**src/rtl/asb_pkg.sv**
```systemverilog
package asb_pkg;

    typedef enum logic {
        SEL_LO = 1'b0,
        SEL_HI = 1'b1
    } byte_sel_e;

    typedef struct packed {
        logic wr_lo;
        logic wr_hi;
        logic rd_lo;
        logic rd_hi;
    } bus_dec_t;

    function automatic bus_dec_t decode_bus(input logic wr, input logic rd,
                                            input byte_sel_e sel);
        bus_dec_t d;
        d.wr_lo = wr && (sel == SEL_LO);
        d.wr_hi = wr && (sel == SEL_HI);
        d.rd_lo = rd && (sel == SEL_LO);
        d.rd_hi = rd && (sel == SEL_HI);
        return d;
    endfunction

endpackage

```
**src/rtl/asb_tx_hold.sv**
```systemverilog
module asb_tx_hold #(
    parameter int BYTE_W = 8
) (
    input  logic                clk,
    input  logic                rst,
    input  logic                lp_rst,
    input  logic                wr_lo,
    input  logic                wr_hi,
    input  logic [BYTE_W-1:0]   wdata,
    input  logic                tx_load,
    output logic [2*BYTE_W-1:0] tx_sample,
    output logic                tx_irq
);
    localparam int SAMPLE_W = 2 * BYTE_W;

    logic [BYTE_W-1:0] lo_stage;
    logic              lo_fresh;
    logic              commit;
    logic [BYTE_W-1:0] lo_eff;

    assign commit = wr_hi && !lp_rst;
    assign lo_eff = lo_fresh ? lo_stage : '0;

    always_ff @(posedge clk) begin
        if (rst || lp_rst) begin
            lo_stage  <= '0;
            lo_fresh  <= 1'b0;
            tx_sample <= '0;
        end else if (wr_lo) begin
            lo_stage <= wdata;
            lo_fresh <= 1'b1;
        end else if (commit) begin
            tx_sample <= SAMPLE_W'({wdata, lo_eff});
            lo_fresh  <= 1'b0;
        end
    end

    always_ff @(posedge clk) begin
        if (rst)          tx_irq <= 1'b1;
        else if (tx_load) tx_irq <= 1'b1;
        else if (commit)  tx_irq <= 1'b0;
    end
endmodule

```
**src/rtl/asb_rx_hold.sv**
```systemverilog
module asb_rx_hold #(
    parameter int BYTE_W = 8
) (
    input  logic                clk,
    input  logic                rst,
    input  logic                lp_rst,
    input  logic                rx_valid,
    input  logic [2*BYTE_W-1:0] rx_data,
    input  logic                rd_hi,
    output logic [2*BYTE_W-1:0] held,
    output logic                rx_irq,
    output logic                rx_overrun
);
    logic arrive;
    assign arrive = rx_valid && !lp_rst;

    always_ff @(posedge clk) begin
        if (rst || lp_rst) held <= '0;
        else if (arrive)   held <= rx_data;
    end

    always_ff @(posedge clk) begin
        if (rst)         rx_irq <= 1'b0;
        else if (arrive) rx_irq <= 1'b1;
        else if (rd_hi)  rx_irq <= 1'b0;
    end

    always_ff @(posedge clk) begin
        if (rst)                               rx_overrun <= 1'b0;
        else if (arrive && rx_irq && !rd_hi)   rx_overrun <= 1'b1;
        else if (rd_hi)                        rx_overrun <= 1'b0;
    end
endmodule

```
**src/rtl/asb_rd_mux.sv**
```systemverilog
module asb_rd_mux #(
    parameter int BYTE_W = 8
) (
    input  logic                sel_hi,
    input  logic [2*BYTE_W-1:0] held,
    output logic [BYTE_W-1:0]   rdata
);
    always_comb begin
        if (sel_hi) rdata = held[2*BYTE_W-1:BYTE_W];
        else        rdata = held[BYTE_W-1:0];
    end
endmodule

```
**src/rtl/audio_sample_regs.sv**
```systemverilog
module audio_sample_regs #(
    parameter int BYTE_W = 8
) (
    input  logic                clk,
    input  logic                rst,
    input  logic                lp_rst,
    input  logic                bus_addr,
    input  logic                bus_wr,
    input  logic                bus_rd,
    input  logic [BYTE_W-1:0]   bus_wdata,
    output logic [BYTE_W-1:0]   bus_rdata,
    input  logic                rx_valid,
    input  logic [2*BYTE_W-1:0] rx_data,
    input  logic                tx_load,
    output logic [2*BYTE_W-1:0] tx_sample,
    output logic                tx_irq,
    output logic                rx_irq,
    output logic                rx_overrun
);
    import asb_pkg::*;

    localparam int SAMPLE_W = 2 * BYTE_W;

    bus_dec_t            dec;
    logic [SAMPLE_W-1:0] rx_held;

    assign dec = decode_bus(bus_wr, bus_rd, byte_sel_e'(bus_addr));

    asb_tx_hold #(.BYTE_W(BYTE_W)) u_tx (
        .clk       (clk),
        .rst       (rst),
        .lp_rst    (lp_rst),
        .wr_lo     (dec.wr_lo),
        .wr_hi     (dec.wr_hi),
        .wdata     (bus_wdata),
        .tx_load   (tx_load),
        .tx_sample (tx_sample),
        .tx_irq    (tx_irq)
    );

    asb_rx_hold #(.BYTE_W(BYTE_W)) u_rx (
        .clk        (clk),
        .rst        (rst),
        .lp_rst     (lp_rst),
        .rx_valid   (rx_valid),
        .rx_data    (rx_data),
        .rd_hi      (dec.rd_hi),
        .held       (rx_held),
        .rx_irq     (rx_irq),
        .rx_overrun (rx_overrun)
    );

    asb_rd_mux #(.BYTE_W(BYTE_W)) u_mux (
        .sel_hi (bus_addr),
        .held   (rx_held),
        .rdata  (bus_rdata)
    );
endmodule

```
**config.mk**
```make
export PLATFORM = sky130hd
export DESIGN_NAME = audio_sample_regs
export DESIGN_NICKNAME = d
export VERILOG_FILES = /design/src/rtl/asb_pkg.sv /design/src/rtl/asb_tx_hold.sv /design/src/rtl/asb_rx_hold.sv /design/src/rtl/asb_rd_mux.sv /design/src/rtl/audio_sample_regs.sv
export SDC_FILE = /design/constraint.sdc
export NUM_CORES = 1
export LEC_CHECK = 0
export BUFFER_PORTS_ARGS = -buffer_cell sky130_fd_sc_hd__buf_4
export CORE_MARGIN = 4
export CORE_UTILIZATION = 52
export DETAILED_ROUTE_END_ITERATION = 10
export HOLD_SLACK_MARGIN = 0.12
export PLACE_DENSITY_LB_ADDON = 0.25
export SETUP_SLACK_MARGIN = 0.1
export SLEW_MARGIN = 5
export SYNTH_ARGS = -nofsm -noshare
export SYNTH_HDL_FRONTEND = slang
export SYNTH_SLANG_ARGS = --single-unit
```
**constraint.sdc**
```tcl
create_clock -name clk -period 1.8 [get_ports clk]
set_clock_uncertainty 0.1 [all_clocks]
set_input_delay 0.27 -clock clk [delete_from_list [all_inputs] [get_ports clk]]
set_output_delay 0.27 -clock clk [all_outputs]
set_load 0.01 [all_outputs]
```
### After elaboration in Yosys (flattened, before gate mapping)

Cells that the tools add are included.

| word-level totals | value |
|---|---|
| bits in latches | 0 |
| RAM bits | 0 |
| memories kept | 0 |
| ROM bits | 0 |
| input bits | 32 |
| register bits after elaboration | 44 |
| word-level logic and storage cells | 31 |
| output and inout bits | 27 |

| operators by class | value |
|---|---|
| equality and inequality tests | 0 |
| add/sub/neg operators | 0 |
| divide/modulo/power cells | 0 |
| $lt $le $gt $ge | 0 |
| shifts and indexed selects | 0 |
| reductions and logical operators | 15 |
| $mul | 0 |
| bitwise logic cells | 2 |
| multiplexer cells | 7 |

Operators by type and width:

| cell | count |
|---|---|
| 2-to-1 mux 8 bit | 2 |
| logical AND 1 bit | 7 |
| nonzero test 2 bit | 3 |
| 2-to-1 mux 1 bit | 5 |
| zero test 1 bit | 2 |
| NOT 1 bit | 2 |
| AND reduction 2 bit | 1 |
| OR reduction 2 bit | 1 |
| logical OR 1 bit | 1 |

### Longest topological paths before layout

Gate-level depths: netlist of the first run.

| logic depth | value |
|---|---|
| word-level depth | 5 |
| mapped depth | 5 |
| mapped depth without buffers | 3 |

### By module

A second synthesis of the first run with hierarchy kept.

| unflattened totals | value |
|---|---|
| cell total of the unflattened synthesis | 182 |
| area total of the unflattened synthesis | 1,921.8 sq um |

By module, submodules not included:

| module | area an instance (sq um) | seq. area each (sq um) | cells an instance | instances |
|---|---|---|---|---|
| asb_tx_hold | 1,098.6 | 520.5 | 109 | 1 |
| asb_rx_hold | 668.1 | 360.3 | 61 | 1 |
| asb_rd_mux | 131.4 | 0.0 | 9 | 1 |
| audio_sample_regs | 23.8 | 0.0 | 3 | 1 |

### Least setup slack after synthesis of the first run

OpenSTA, ideal clock, no wires.

| path | value |
|---|---|
| kind | input to output |
| from | in bus_addr |
| to | out bus_rdata[0] |
| required time | 1,430 ps |
| arrival time | 778 ps |
| cell stages on the path | 2 |
| buffers on the path | 1 |
| slack | 652 ps |
| cells stage by stage | buf_4 > mux2_2 |

| on the way | value |
|---|---|
| longest elaborated chain between the ends | 1 |

Ends and longest elaborated chain:

| what | RTL line | text |
|---|---|---|
| start, declared | audio_sample_regs.sv:7 | `input logic bus_addr,` |
| 2-to-1 mux 8 bit | asb_rd_mux.sv:9 | `if (sel_hi) rdata = held[2*BYTE_W-1:BYTE_W];` |
| end, declared | audio_sample_regs.sv:11 | `output logic [BYTE_W-1:0] bus_rdata,` |

Every way passes these cells.

### Worst setup path in the final report of the first run

| path | value |
|---|---|
| from | in rst |
| to | reg u_tx.lo_fresh |

| on the way | value |
|---|---|
| longest elaborated chain between the ends | 1 |

Ends and longest elaborated chain:

| what | RTL line | text |
|---|---|---|
| start, declared | audio_sample_regs.sv:5 | `input logic rst,` |
| logical OR 1 bit | asb_tx_hold.sv:25 | `if (rst \|\| lp_rst) begin` |
| end signal, assigned | asb_tx_hold.sv:27 | `lo_fresh <= 1'b0;` |
| end signal, assigned | asb_tx_hold.sv:31 | `lo_fresh <= 1'b1;` |
| end signal, assigned | asb_tx_hold.sv:34 | `lo_fresh <= 1'b0;` |
| end, declared | asb_tx_hold.sv:17 | `logic lo_fresh;` |

Every way passes these cells.
A chain may end at the register's enable or synchronous reset.

==> flow_summary_export.csv, run 1 <==
group,metric,value,unit
logic_synthesis,postSynthRegisterBits,44,
pwr,switching_share_of_power,21.9,%
grt,overflow,0,
min_path,whs_endpoint,"u_rx.rx_overrun$_SDFFE_PP0P_",
job,maxCapViolCount,0,
cells_and_area,num_antenna_cells,0,
detailed_routing,drc,0,
timing,finalSetupViolations,0,
detailed_routing,initialDrtViolationCount,69,
status,status,"finished clean",
cells_and_area,layout.cells.most_common_list,"sky130_fd_sc_hd__buf_4, sky130_fd_sc_hd__dfxtp_1, sky130_fd_sc_hd__nand2_1",
timing,time_the_worst_path_needs_with_i_o_delays_and_setup,1530,ps
detailed_routing,detailed_route_via_count,1524,
grt,grt_max_degree,18,
timing,finalHoldViolations,0,
timing,timing.setup.tns,0,ps
pwr,portion_of_total_power_attributed_to_sequential_cells,52.4,%
worst_setup_path,list_of_cells_traversed_by_the_critical_path,"dlygate4sd3_1 -> buf_4 -> or2_1 -> buf_4 -> nor3_1",
grt,grt_pass1_wl,6.91,mm
worst_setup_path,start_kind,"input port",
cells_and_area,post_route_cells_drive_above_1_share,30.4,%
clock_network,max-clock-path-buffers,2,
timing,smallest_hold_slack,125,ps
clock_network,cts_tree,"done",
clock_network,cts_hold_buffers,28,
clock_network,postCtsSetupRepairBufs,0,
clock_network,ctsHtreeMaxLevel,2,
floorplanning,vert_die_dim,65.4,um
worst_setup_path,worstRegToRegCells,3,
worst_setup_path,critical-path-slowest-cell,"sky130_fd_sc_hd__dlygate4sd3_1",
pwr,power_density,771,nW/um2
detailed_routing,firstDrtPassIters,4,
timing,final-max-slew-violation-count,0,
place,gp_routability_congestion,0.719,
grt,via_count_of_the_first_global_routing_pass,1534,
clock_network,clock-sinks,44,
cells_and_area,area_delta_synth_final,46.2,%
worst_setup_path,reg2reg_from,"u_tx.tx_irq$_SDFFE_PP1P_",
worst_setup_path,setup.reg_to_reg.worst_slack,580,ps
timing,worst_slack,272,ps
clock_network,numCtsBuffers,5,
timing,timing_worst_slew_pin_value,400,ps
min_path,hold_start,"bus_rd",
worst_setup_path,critical_path.most_common_cell,"sky130_fd_sc_hd__buf_4",
floorplanning,floorplan.die.width,65.4,um
clock_network,clockRootBuffer,"sky130_fd_sc_hd__clkbuf_4",
floorplanning,placement_rows,20,
worst_setup_path,timing.critical_path.fanout_max,11,
logic_synthesis,synth.net_count,218,
cells_and_area,layout_commonest_cell,"sky130_fd_sc_hd__buf_4",
pwr,share_comb_of_total_power,12.7,%
logic_synthesis,synthesis.area_per_instance,9.20,um2
pwr,irDropWorstVdd,0.000712,V
pwr,static_leakage,1.07,nW
logic_synthesis,cells_after_synth,186,
place,port-buffer-count,58,
floorplanning,die-area,4270,um2
logic_synthesis,yosysUniqueCellTypes,25,
pwr,clockPowerShare,34.9,%
pwr,report.power.total,0.00193,W
logic_synthesis,syn_area,1710,um2
worst_setup_path,regToRegEndpoint,"u_tx.tx_irq$_SDFFE_PP1P_",
timing,rsz_0062_raised_after_global_routing,"false",
worst_setup_path,timing.critical_path.from,"rst",
place,place_worst_setup_slack,446,ps
detailed_routing,drt-wirelength-per-cell,12.8,um
grt,antenna_found_initial,0,
worst_setup_path,critical_path_end_type,"register",
pwr,internal_power,0.00151,W
clock_network,worstSkewPairLatency,350,ps
timing,fmax,655,MHz
cells_and_area,fillCellCount,220,
grt,gr-usage-all-layers,20.7,%
detailed_routing,detail_route.vias_per_cell,4.85,
floorplanning,boundaryPins,59,
cells_and_area,multiInputGateArea,723,um2
timing,slew-limit-headroom,73.4,%
min_path,tightest_hold_check_type,"input port to register",
clock_network,cts_resized,0,
logic_synthesis,sequential_area_share_after_synthesis,51.5,%
detailed_routing,drt-total-wl,4.02,mm
clock_network,post_cts_clock_slew_at_the_launch_and_capture_registers_of_the_worst_setup_and_hold_paths,120,ps
floorplanning,design.core.area,3100,um2
min_path,min_path_cells,3,
pwr,total_switching_power,0.000422,W
logic_synthesis,count_of_warnings_emitted_by_yosys,0,
timing,final_worst_path_cycle_share,84.9,%
worst_setup_path,crit_arrival,1710,ps
floorplanning,start_util,55.1,%
place,dp_hpwl,2.67,mm
detailed_routing,detail-route-antenna-nets,0,
cells_and_area,sequential_area,881,um2
worst_setup_path,critical_path_required,1980,ps
worst_setup_path,path_class,"input port to register",
worst_setup_path,worst_path_largest_cell_delay,530,ps
cells_and_area,design.final.nets,301,
power by group through the flow:
| stage | clock network (W) | registers [W] | logic, W |
|---|---|---|---|
| final | 0.000673 | 0.00101 | 0.000244 |
| after global routing | 0.000724 | 0.00101 | 0.000268 |
| after CTS | 0.000678 | 0.00101 | 0.000243 |
| after detailed placement | 0 | 0.00103 | 0.000194 |
| after global placement | 0 | 0.00103 | 0.000193 |
| after floorplan | 0 | 0.00103 | 0.000114 |
routing by layer:
layer  global-route usage, %  vias up  routed length (um)
met3                    4.79        9                 258
met1                    27.3      686                1800
li1                        -      775                   -
met2                    33.4       54                1890
met5                       0        -                   0
met4                    6.99        0                  72
synthesized netlist by cell type:
| cell type | instances | area share [%] |
|---|---|---|
| sky130_fd_sc_hd__dfxtp_1 | 44 | 51 |
| sky130_fd_sc_hd__nand2_1 | 42 | 9.2 |
| sky130_fd_sc_hd__a21oi_1 | 25 | 7.3 |
| sky130_fd_sc_hd__nor2_1 | 19 | 4.2 |
| sky130_fd_sc_hd__mux2i_1 | 16 | 9.4 |
| sky130_fd_sc_hd__mux2_2 | 8 | 5.3 |
| sky130_fd_sc_hd__nand3_1 | 7 | 2.0 |
| sky130_fd_sc_hd__buf_2 | 4 | 1.2 |
| sky130_fd_sc_hd__buf_4 | 3 | 1.3 |
| sky130_fd_sc_hd__clkbuf_2 | 2 | 0.59 |
| sky130_fd_sc_hd__nor2b_1 | 2 | 0.73 |
| sky130_fd_sc_hd__a21oi_2 | 1 | 0.51 |
| sky130_fd_sc_hd__and2_4 | 1 | 0.51 |
| sky130_fd_sc_hd__buf_1 | 1 | 0.22 |
| sky130_fd_sc_hd__buf_12 | 1 | 1.2 |
| sky130_fd_sc_hd__buf_6 | 1 | 0.66 |
| sky130_fd_sc_hd__buf_8 | 1 | 0.88 |
| sky130_fd_sc_hd__clkbuf_1 | 1 | 0.22 |
| sky130_fd_sc_hd__nand2_2 | 1 | 0.37 |
| sky130_fd_sc_hd__nand2b_1 | 1 | 0.37 |
| sky130_fd_sc_hd__nand3_4 | 1 | 1.0 |
| sky130_fd_sc_hd__nor3_1 | 1 | 0.29 |
| sky130_fd_sc_hd__nor3b_1 | 1 | 0.44 |
| sky130_fd_sc_hd__o21ai_1 | 1 | 0.29 |
| sky130_fd_sc_hd__or2_1 | 1 | 0.37 |
worst max-delay path by stage:
| stage | end | slack (ps) | depth (start not counted) |
|---|---|---|---|
| final | u_tx.lo_fresh$_SDFFE_PP0P_ | 270 | 5 |
| after global routing | u_tx.lo_fresh$_SDFFE_PP0P_ | 190 | 5 |
| after CTS | u_tx.lo_fresh$_SDFFE_PP0P_ | 270 | 5 |
| after detailed placement | u_tx.lo_fresh$_SDFFE_PP0P_ | 450 | 4 |
| after global placement | u_tx.lo_fresh$_SDFFE_PP0P_ | 460 | 4 |
| after floorplan | bus_rdata[0] | 650 | 2 |
flip-flops by register name, indices dropped and copies added, names as in the netlist:
register,cells
u_rx.rx_overrun,1
u_tx.tx_irq,1
u_tx.tx_sample,16
u_tx.lo_fresh,1
u_rx.held,16
u_rx.rx_irq,1
u_tx.lo_stage,8
per-stage QoR:
stage | util (%) | std cells | area [um2]
2_1_floorplan | - | 186 | 1710
3_3_place_gp | 68.5 | 278 | 2120
3_5_place_dp | 68.5 | 278 | 2120
4_1_cts | 80.6 | 314 | 2500
5_1_grt | 80.6 | 314 | 2500
6_report | 80.6 | 314 | 2500
kinds of logic after synthesis:
family | synth area share [%]
DFF | 51.5
buffers and inverters | 6.22
AOI/OAI and AO/OA | 8.12
muxes | 14.6
and+or+nand+nor | 19.5
critical path, delay by kind of cell:
| family | cells | cell delay [ps] |
|---|---|---|
| buf+inv | 3 | 910 |
| simple gates | 2 | 520 |
layout make-up:
cell class | instances | area share, %
flip-flops and latches | 44 | 35.2
multi-input cells | 128 | 28.9
repair buffers | 90 | 29.8
clock buffers | 7 | 2.60
well taps | 44 | 2.20
clock inverters | 1 | 1.20
Note: power is estimated with default switching activity, not from simulation.
==> run 2, diff against run 1 <==
--- a/config.mk
+++ b/config.mk
@@ -7,7 +7,7 @@
 export LEC_CHECK = 0
 export BUFFER_PORTS_ARGS = -buffer_cell sky130_fd_sc_hd__buf_4
 export CORE_MARGIN = 4
-export CORE_UTILIZATION = 52
+export CORE_UTILIZATION = 49
 export DETAILED_ROUTE_END_ITERATION = 10
 export HOLD_SLACK_MARGIN = 0.12
 export PLACE_DENSITY_LB_ADDON = 0.25
==> constraint.sdc (replaced) <==
create_clock -name clk -period 1.45 [get_ports clk]
set_clock_uncertainty 0.1 [all_clocks]
set_input_delay 0.2175 -clock clk [delete_from_list [all_inputs] [get_ports clk]]
set_output_delay 0.2175 -clock clk [all_outputs]
set_load 0.01 [all_outputs]
==> flow_summary_export.csv, run 2 (synthesis results as in run 1) <==
group,metric,value,unit
grt,grt_max_degree,34,
grt,grt_pass1_wl,7.15,mm
detailed_routing,drc,0,
worst_setup_path,setup.reg_to_reg.worst_slack,410,ps
pwr,irDropWorstVdd,0.000631,V
floorplanning,placement_rows,21,
cells_and_area,num_antenna_cells,0,
worst_setup_path,critPathCapture,"bus_rdata[2]",
worst_setup_path,timing.critical_path.from,"u_rx.held[2]$_SDFFE_PP0P_",
clock_network,ctsHtreeMaxLevel,2,
detailed_routing,drt-wirelength-per-cell,13.8,um
worst_setup_path,start_kind,"register",
clock_network,clock-sinks,44,
worst_setup_path,timing.critical_path.max_delay_family,"flip-flops",
timing,rsz_0062_raised_after_global_routing,"true",
cells_and_area,layout.core_utilization,77.2,%
timing,finalHoldViolations,0,
floorplanning,die-area,4500,um2
worst_setup_path,crit_arrival,1100,ps
timing,time_the_worst_path_needs_with_i_o_delays_and_setup,1420,ps
timing,final_worst_path_cycle_share,97.8,%
timing,timing.setup.tns,0,ps
min_path,tightest_hold_check_type,"input port to register",
timing,timing_worst_slew_pin_value,381,ps
detailed_routing,firstDrtPassIters,4,
cells_and_area,post_route_cells_drive_above_1_share,34.9,%
clock_network,post_cts_clock_slew_at_the_launch_and_capture_registers_of_the_worst_setup_and_hold_paths,130,ps
cells_and_area,area_delta_synth_final,51.8,%
place,port-buffer-count,58,
cells_and_area,design_area,2600,um2
worst_setup_path,critical_path_end_type,"output port",
worst_setup_path,critical_path_required,1130,ps
worst_setup_path,critical_path_depth,2,
cells_and_area,design.final.nets,303,
worst_setup_path,reg2reg_from,"u_tx.lo_fresh$_SDFFE_PP0P_",
clock_network,worstSkewPairLatency,350,ps
timing,fmax,705,MHz
place,dp_hpwl,2.58,mm
clock_network,cts_tree,"done",
clock_network,clockRootBuffer,"sky130_fd_sc_hd__clkbuf_4",
worst_setup_path,critical_path_buf_inv_count,1,
floorplanning,start_util,50.9,%
detailed_routing,detail_route.vias_per_cell,4.87,
place,post_dp_cell_area,2130,um2
cells_and_area,layout_top_registers,"u_rx.held: 16 flops, u_tx.tx_sample: 16 flops, u_tx.lo_stage: 8 flops",
worst_setup_path,regToRegEndpoint,"u_tx.tx_sample[2]$_SDFFE_PP0P_",
worst_setup_path,worstRegToRegCells,2,
worst_setup_path,critical-path-slowest-cell,"sky130_fd_sc_hd__dfxtp_2",
grt,antenna_found_initial,0,
worst_setup_path,list_of_cells_traversed_by_the_critical_path,"mux2_4 -> buf_6",
pwr,power_density,905,nW/um2
grt,gr-usage-all-layers,21.3,%
clock_network,numCtsBuffers,5,
grt,overflow,0,
timing,slew-limit-headroom,74.6,%
cells_and_area,layout_commonest_cell,"sky130_fd_sc_hd__buf_4",
floorplanning,vert_die_dim,67.1,um
floorplanning,floorplan.die.width,67.1,um
detailed_routing,initialDrtViolationCount,89,
clock_network,max-clock-path-buffers,2,
timing,final-max-slew-violation-count,0,
detailed_routing,detail-route-antenna-nets,0,
timing,finalSetupViolations,0,
pwr,static_leakage,1.11,nW
floorplanning,design.core.area,3360,um2
grt,via_count_of_the_first_global_routing_pass,1568,
status,status,"finished clean",
job,maxCapViolCount,0,
cells_and_area,layout.cells.most_common_list,"sky130_fd_sc_hd__buf_4, sky130_fd_sc_hd__nand2_1, sky130_fd_sc_hd__dfxtp_1",
floorplanning,boundaryPins,59,
worst_setup_path,worst_path_largest_cell_delay,350,ps
detailed_routing,drt-total-wl,4.40,mm
worst_setup_path,path_class,"register to output port",
worst_setup_path,timing.critical_path.fanout_max,2,
detailed_routing,detailed_route_via_count,1549,
place,gp_routability_congestion,0.727,
run 2: area by class of cell:
class / count / area (um2)
clock buffers: 5 / 37.5
flip-flops and latches: 44 / 897
multi-input cells: 128 / 753
well taps: 46 / 57.6
fillers: 238 / 767
clock inverters: 3 / 42.5
repair buffers: 92 / 808
run 2: report_power, final:
| group | total [W] | switching, W | leakage [nW] | internal [W] |
|---|---|---|---|---|
| logic | 0.000332 | 0.000138 | 0.708 | 0.000194 |
| clock network | 0.000758 | 0.000399 | 0.0412 | 0.000360 |
| registers | 0.00126 | 0.0000204 | 0.363 | 0.00124 |
| total | 0.00235 | 0.000557 | 1.11 | 0.00179 |
run 2: layer usage:
layer | part of all wire, % | vias to the layer above | global-route usage, %
li1 | - | 783 | -
met1 | 43 | 709 | 26.0
met2 | 50 | 46 | 35.1
met3 | 5.2 | 11 | 5.06
met4 | 2.3 | 0 | 9.37
met5 | 0 | - | 0
run 2: worst min path at each step:
stage                              endpoint  cells after the start  startpoint
6_report           u_rx.rx_irq$_SDFFE_PP0P_                      4      bus_rd
5_1_grt            u_rx.rx_irq$_SDFFE_PP0P_                      4      bus_rd
4_1_cts        u_rx.rx_overrun$_SDFFE_PP0P_                      4      lp_rst
3_5_place_dp       u_rx.rx_irq$_SDFFE_PP0P_                      2         rst
3_3_place_gp       u_tx.tx_irq$_SDFFE_PP1P_                      3     tx_load
2_1_floorplan      u_rx.rx_irq$_SDFFE_PP0P_                      1         rst
run 2: worst register-to-register path: cells and delay by family (launching register included):
family | cells | cell delay [ps]
and+or+nand+nor | 1 | 140
AOI/OAI and AO/OA | 1 | 170
DFF | 1 | 570
run 2: per-stage QoR:
step | power [W] | cells | hold WS [ps] | setup slack, ps
after floorplan | 0.00142 | 186 | 190 | 407
after global placement | 0.00153 | 279 | 297 | 236
after detailed placement | 0.00153 | 279 | 306 | 237
after CTS | 0.00236 | 317 | 127 | 32.8
after global routing | 0.00244 | 318 | 141 | -0.114
final | 0.00235 | 318 | 102 | 31.3
run 2: repair_timing:
action	in CTS	in global routing
hold endpoints to repair	36	1
endpoints found under the setup margin	8	9
buffers inserted	0	1
resized for setup	24	5
hold buffers	30	1
==> run 3, diff against run 2 <==
--- a/config.mk
+++ b/config.mk
@@ -5,6 +5,7 @@
 export SDC_FILE = /design/constraint.sdc
 export NUM_CORES = 1
 export LEC_CHECK = 0
+export ABC_AREA = 1
 export BUFFER_PORTS_ARGS = -buffer_cell sky130_fd_sc_hd__buf_4
 export CORE_MARGIN = 4
 export CORE_UTILIZATION = 49
==> flow_summary_export.csv, run 3 <==
group,metric,value,unit
detailed_routing,detail_route.vias_per_cell,4.62,
cells_and_area,design.final.nets,351,
cells_and_area,num_antenna_cells,0,
timing,slew-limit-headroom,78.2,%
place,port-buffer-count,58,
logic_synthesis,cells_after_synth,236,
logic_synthesis,sequential_area_share_after_synthesis,51.6,%
logic_synthesis,synth.net_count,268,
floorplanning,design.core.area,3340,um2
pwr,share_comb_of_total_power,14.5,%
min_path,tightest_hold_check_type,"input port to register",
worst_setup_path,critical_path_buf_inv_count,1,
cells_and_area,fillCellCount,269,
detailed_routing,detailed_route_via_count,1690,
logic_synthesis,syn_area,1710,um2
timing,finalSetupViolations,0,
clock_network,post_cts_clock_slew_at_the_launch_and_capture_registers_of_the_worst_setup_and_hold_paths,120,ps
worst_setup_path,list_of_cells_traversed_by_the_critical_path,"nand2_1 -> nand2_1 -> buf_4",
timing,timing.setup.tns,0,ps
logic_synthesis,count_of_warnings_emitted_by_yosys,0,
pwr,static_leakage,1.19,nW
worst_setup_path,critical_path_required,1130,ps
worst_setup_path,critical_path_end_type,"output port",
pwr,irDropWorstVdd,0.000605,V
logic_synthesis,synthesis.area_per_instance,7.23,um2
timing,final_worst_path_cycle_share,88.6,%
detailed_routing,drc,0,
detailed_routing,initialDrtViolationCount,105,
cells_and_area,final_cells,366,
grt,antenna_found_initial,0,
worst_setup_path,crit_arrival,970,ps
cells_and_area,multiInputGateArea,724,um2
place,gp_routability_congestion,0.777,
pwr,internal_power,0.00180,W
floorplanning,vert_die_dim,67.0,um
clock_network,clockRootBuffer,"sky130_fd_sc_hd__clkbuf_4",
pwr,switching_share_of_power,24.1,%
pwr,clockPowerShare,31.6,%
logic_synthesis,post-synth-top-count-cell,"sky130_fd_sc_hd__nor2_1",
floorplanning,placement_rows,21,
worst_setup_path,timing.critical_path.fanout_max,2,
worst_setup_path,timing.critical_path.max_delay_family,"flip-flops",
grt,overflow,0,
cells_and_area,layout.cells.most_common_list,"sky130_fd_sc_hd__nor2_1, sky130_fd_sc_hd__buf_4, sky130_fd_sc_hd__nand2_1",
cells_and_area,sequential_area,883,um2
grt,via_count_of_the_first_global_routing_pass,1618,
pwr,power_density,944,nW/um2
floorplanning,die-area,4490,um2
logic_synthesis,synth.top_cells.by_area,"sky130_fd_sc_hd__dfxtp_1, sky130_fd_sc_hd__nor2_1, sky130_fd_sc_hd__nand2_1",
clock_network,numCtsBuffers,5,
pwr,portion_of_total_power_attributed_to_sequential_cells,53.9,%
clock_network,clock-sinks,44,
worst_setup_path,path_class,"register to output port",
grt,grt_pass1_wl,7.00,mm
detailed_routing,drt-wirelength-per-cell,11.4,um
worst_setup_path,critical-path-slowest-cell,"sky130_fd_sc_hd__dfxtp_1",
logic_synthesis,async_flop_share,0,%
logic_synthesis,yosysUniqueCellTypes,17,
pwr,total_switching_power,0.000572,W
cells_and_area,area_delta_synth_final,47.1,%
detailed_routing,firstDrtPassIters,4,
worst_setup_path,critical_path.most_common_cell,"sky130_fd_sc_hd__nand2_1",
timing,rsz_0062_raised_after_global_routing,"false",
place,dp.cells,330,
floorplanning,floorplan.die.width,67.0,um
logic_synthesis,synth_flop_cell,"sky130_fd_sc_hd__dfxtp_1",
clock_network,postCtsSetupRepairBufs,0,
grt,grt_max_degree,42,
grt,gr-usage-all-layers,20.5,%
place,dp_hpwl,2.53,mm
timing,final-max-slew-violation-count,0,
logic_synthesis,synth_enable_flop_cells,0,
clock_network,max-clock-path-buffers,2,
logic_synthesis,netlist_top_cells_count,"sky130_fd_sc_hd__nor2_1, sky130_fd_sc_hd__nand2_1, sky130_fd_sc_hd__dfxtp_1",
cells_and_area,layout_top_registers,"u_rx.held: 16 flops, u_tx.tx_sample: 16 flops, u_tx.lo_stage: 8 flops",
cells_and_area,post_route_cells_drive_above_1_share,23.8,%
logic_synthesis,area_fraction_of_the_dominant_cell_type_after_synthesis,51.6,%
timing,time_the_worst_path_needs_with_i_o_delays_and_setup,1280,ps
worst_setup_path,start_kind,"register",
floorplanning,boundaryPins,59,
status,status,"finished clean",
cells_and_area,layout_commonest_cell,"sky130_fd_sc_hd__nor2_1",
clock_network,ctsHtreeMaxLevel,2,
logic_synthesis,postSynthRegisterBits,44,
clock_network,cts_tree,"done",
logic_synthesis,synth.largest_area_cell,"sky130_fd_sc_hd__dfxtp_1",
clock_network,worstSkewPairLatency,340,ps
detailed_routing,drt-total-wl,4.17,mm
job,maxCapViolCount,0,
timing,fmax,778,MHz
worst_setup_path,worst_path_largest_cell_delay,350,ps
timing,finalHoldViolations,0,
detailed_routing,detail-route-antenna-nets,0,
floorplanning,start_util,51.1,%
timing,timing_worst_slew_pin_value,326,ps
==> run 3: cell count changes after synthesis, moves of 2 or more <==
cell,previous run,this run
sky130_fd_sc_hd__a21oi_1,25,4
sky130_fd_sc_hd__inv_1,0,7
sky130_fd_sc_hd__nand3_1,7,1
sky130_fd_sc_hd__clkbuf_2,2,0
sky130_fd_sc_hd__nor2_1,19,79
sky130_fd_sc_hd__buf_2,4,6
sky130_fd_sc_hd__inv_2,0,2
sky130_fd_sc_hd__mux2i_1,16,0
sky130_fd_sc_hd__nand2_1,42,49
sky130_fd_sc_hd__o21ai_0,0,26
sky130_fd_sc_hd__o21ai_1,1,8
sky130_fd_sc_hd__nor2b_1,2,0
sky130_fd_sc_hd__mux2_2,8,0
==> run 3: tightest hold or removal path, delay by kind of cell <==
kind            cells  cell delay, ps
compound gates      1              90
buf+inv             1             180
simple gates        1              70
==> run 3: final timing paths <==
check / from / endpoint / slack (ps) / depth (start not counted)
max: u_rx.held[1]$_SDFFE_PP0P_ / bus_rdata[1] / 170 / 3
max reg2reg: u_tx.lo_fresh$_SDFFE_PP0P_ / u_tx.tx_sample[7]$_SDFFE_PP0P_ / 460 / 4
min reg2reg: u_tx.tx_sample[0]$_SDFFE_PP0P_ / u_tx.tx_sample[0]$_SDFFE_PP0P_ / 390 / 2
min: rx_valid / u_rx.held[0]$_SDFFE_PP0P_ / 140 / 3
==> run 3: power by group through the flow <==
stage / Clock (W) / Sequential (W) / Combinational, W
finish: 0.000748 / 0.00128 / 0.000344
global route: 0.000819 / 0.00128 / 0.000385
CTS: 0.000763 / 0.00128 / 0.000341
detailed placement: 0 / 0.00130 / 0.000280
global placement: 0 / 0.00130 / 0.000277
floorplan: 0 / 0.00131 / 0.000142
==> run 3: layer usage <==
metal	global-route usage, %	vias to the layer above	share of wire (%)	wire length [um]
met3	5.06	8	6.8	283
met2	35.0	52	48	1990
li1	-	901	-	-
met1	24.8	729	44	1840
met5	0	-	0	0
met4	6.84	0	1.4	59
==> run 3: kinds of logic (layout without fill, tap and decap cells) <==
group	Yosys count	in the layout	share of synthesized area (%)
simple gates	133	133	30.6
flops	44	44	51.6
compound gates	39	39	11.7
buf+inv	20	104	6.16
==> run 3: stage by stage <==
step	setup WS (ps)	util [%]	hold WS, ps	cell area, um2	total power [W]
after floorplan	482	-	187	1710	0.00145
after global placement	283	64.4	295	2150	0.00158
after detailed placement	242	64.4	302	2150	0.00158
after CTS	118	75.1	132	2500	0.00238
after global routing	107	75.3	162	2510	0.00249
final	165	75.3	142	2510	0.00237
==> run 3: timing repair <==
item                                    4_1_cts  5_1_grt
hold buffers                                 28        1
hold endpoints to repair                     35        1
endpoints found under the setup margin        0        3
gates resized for setup                       0        3
==> run 3: area by class of cell <==
class / count / share of cell area, %
tap: 46 / 2.29
timing repair buffer: 87 / 29.3
clock inverter: 2 / 1.40
multi-input combinational: 172 / 28.8
sequential: 44 / 35.2
clock buffer: 6 / 1.64
inverter: 9 / 1.35
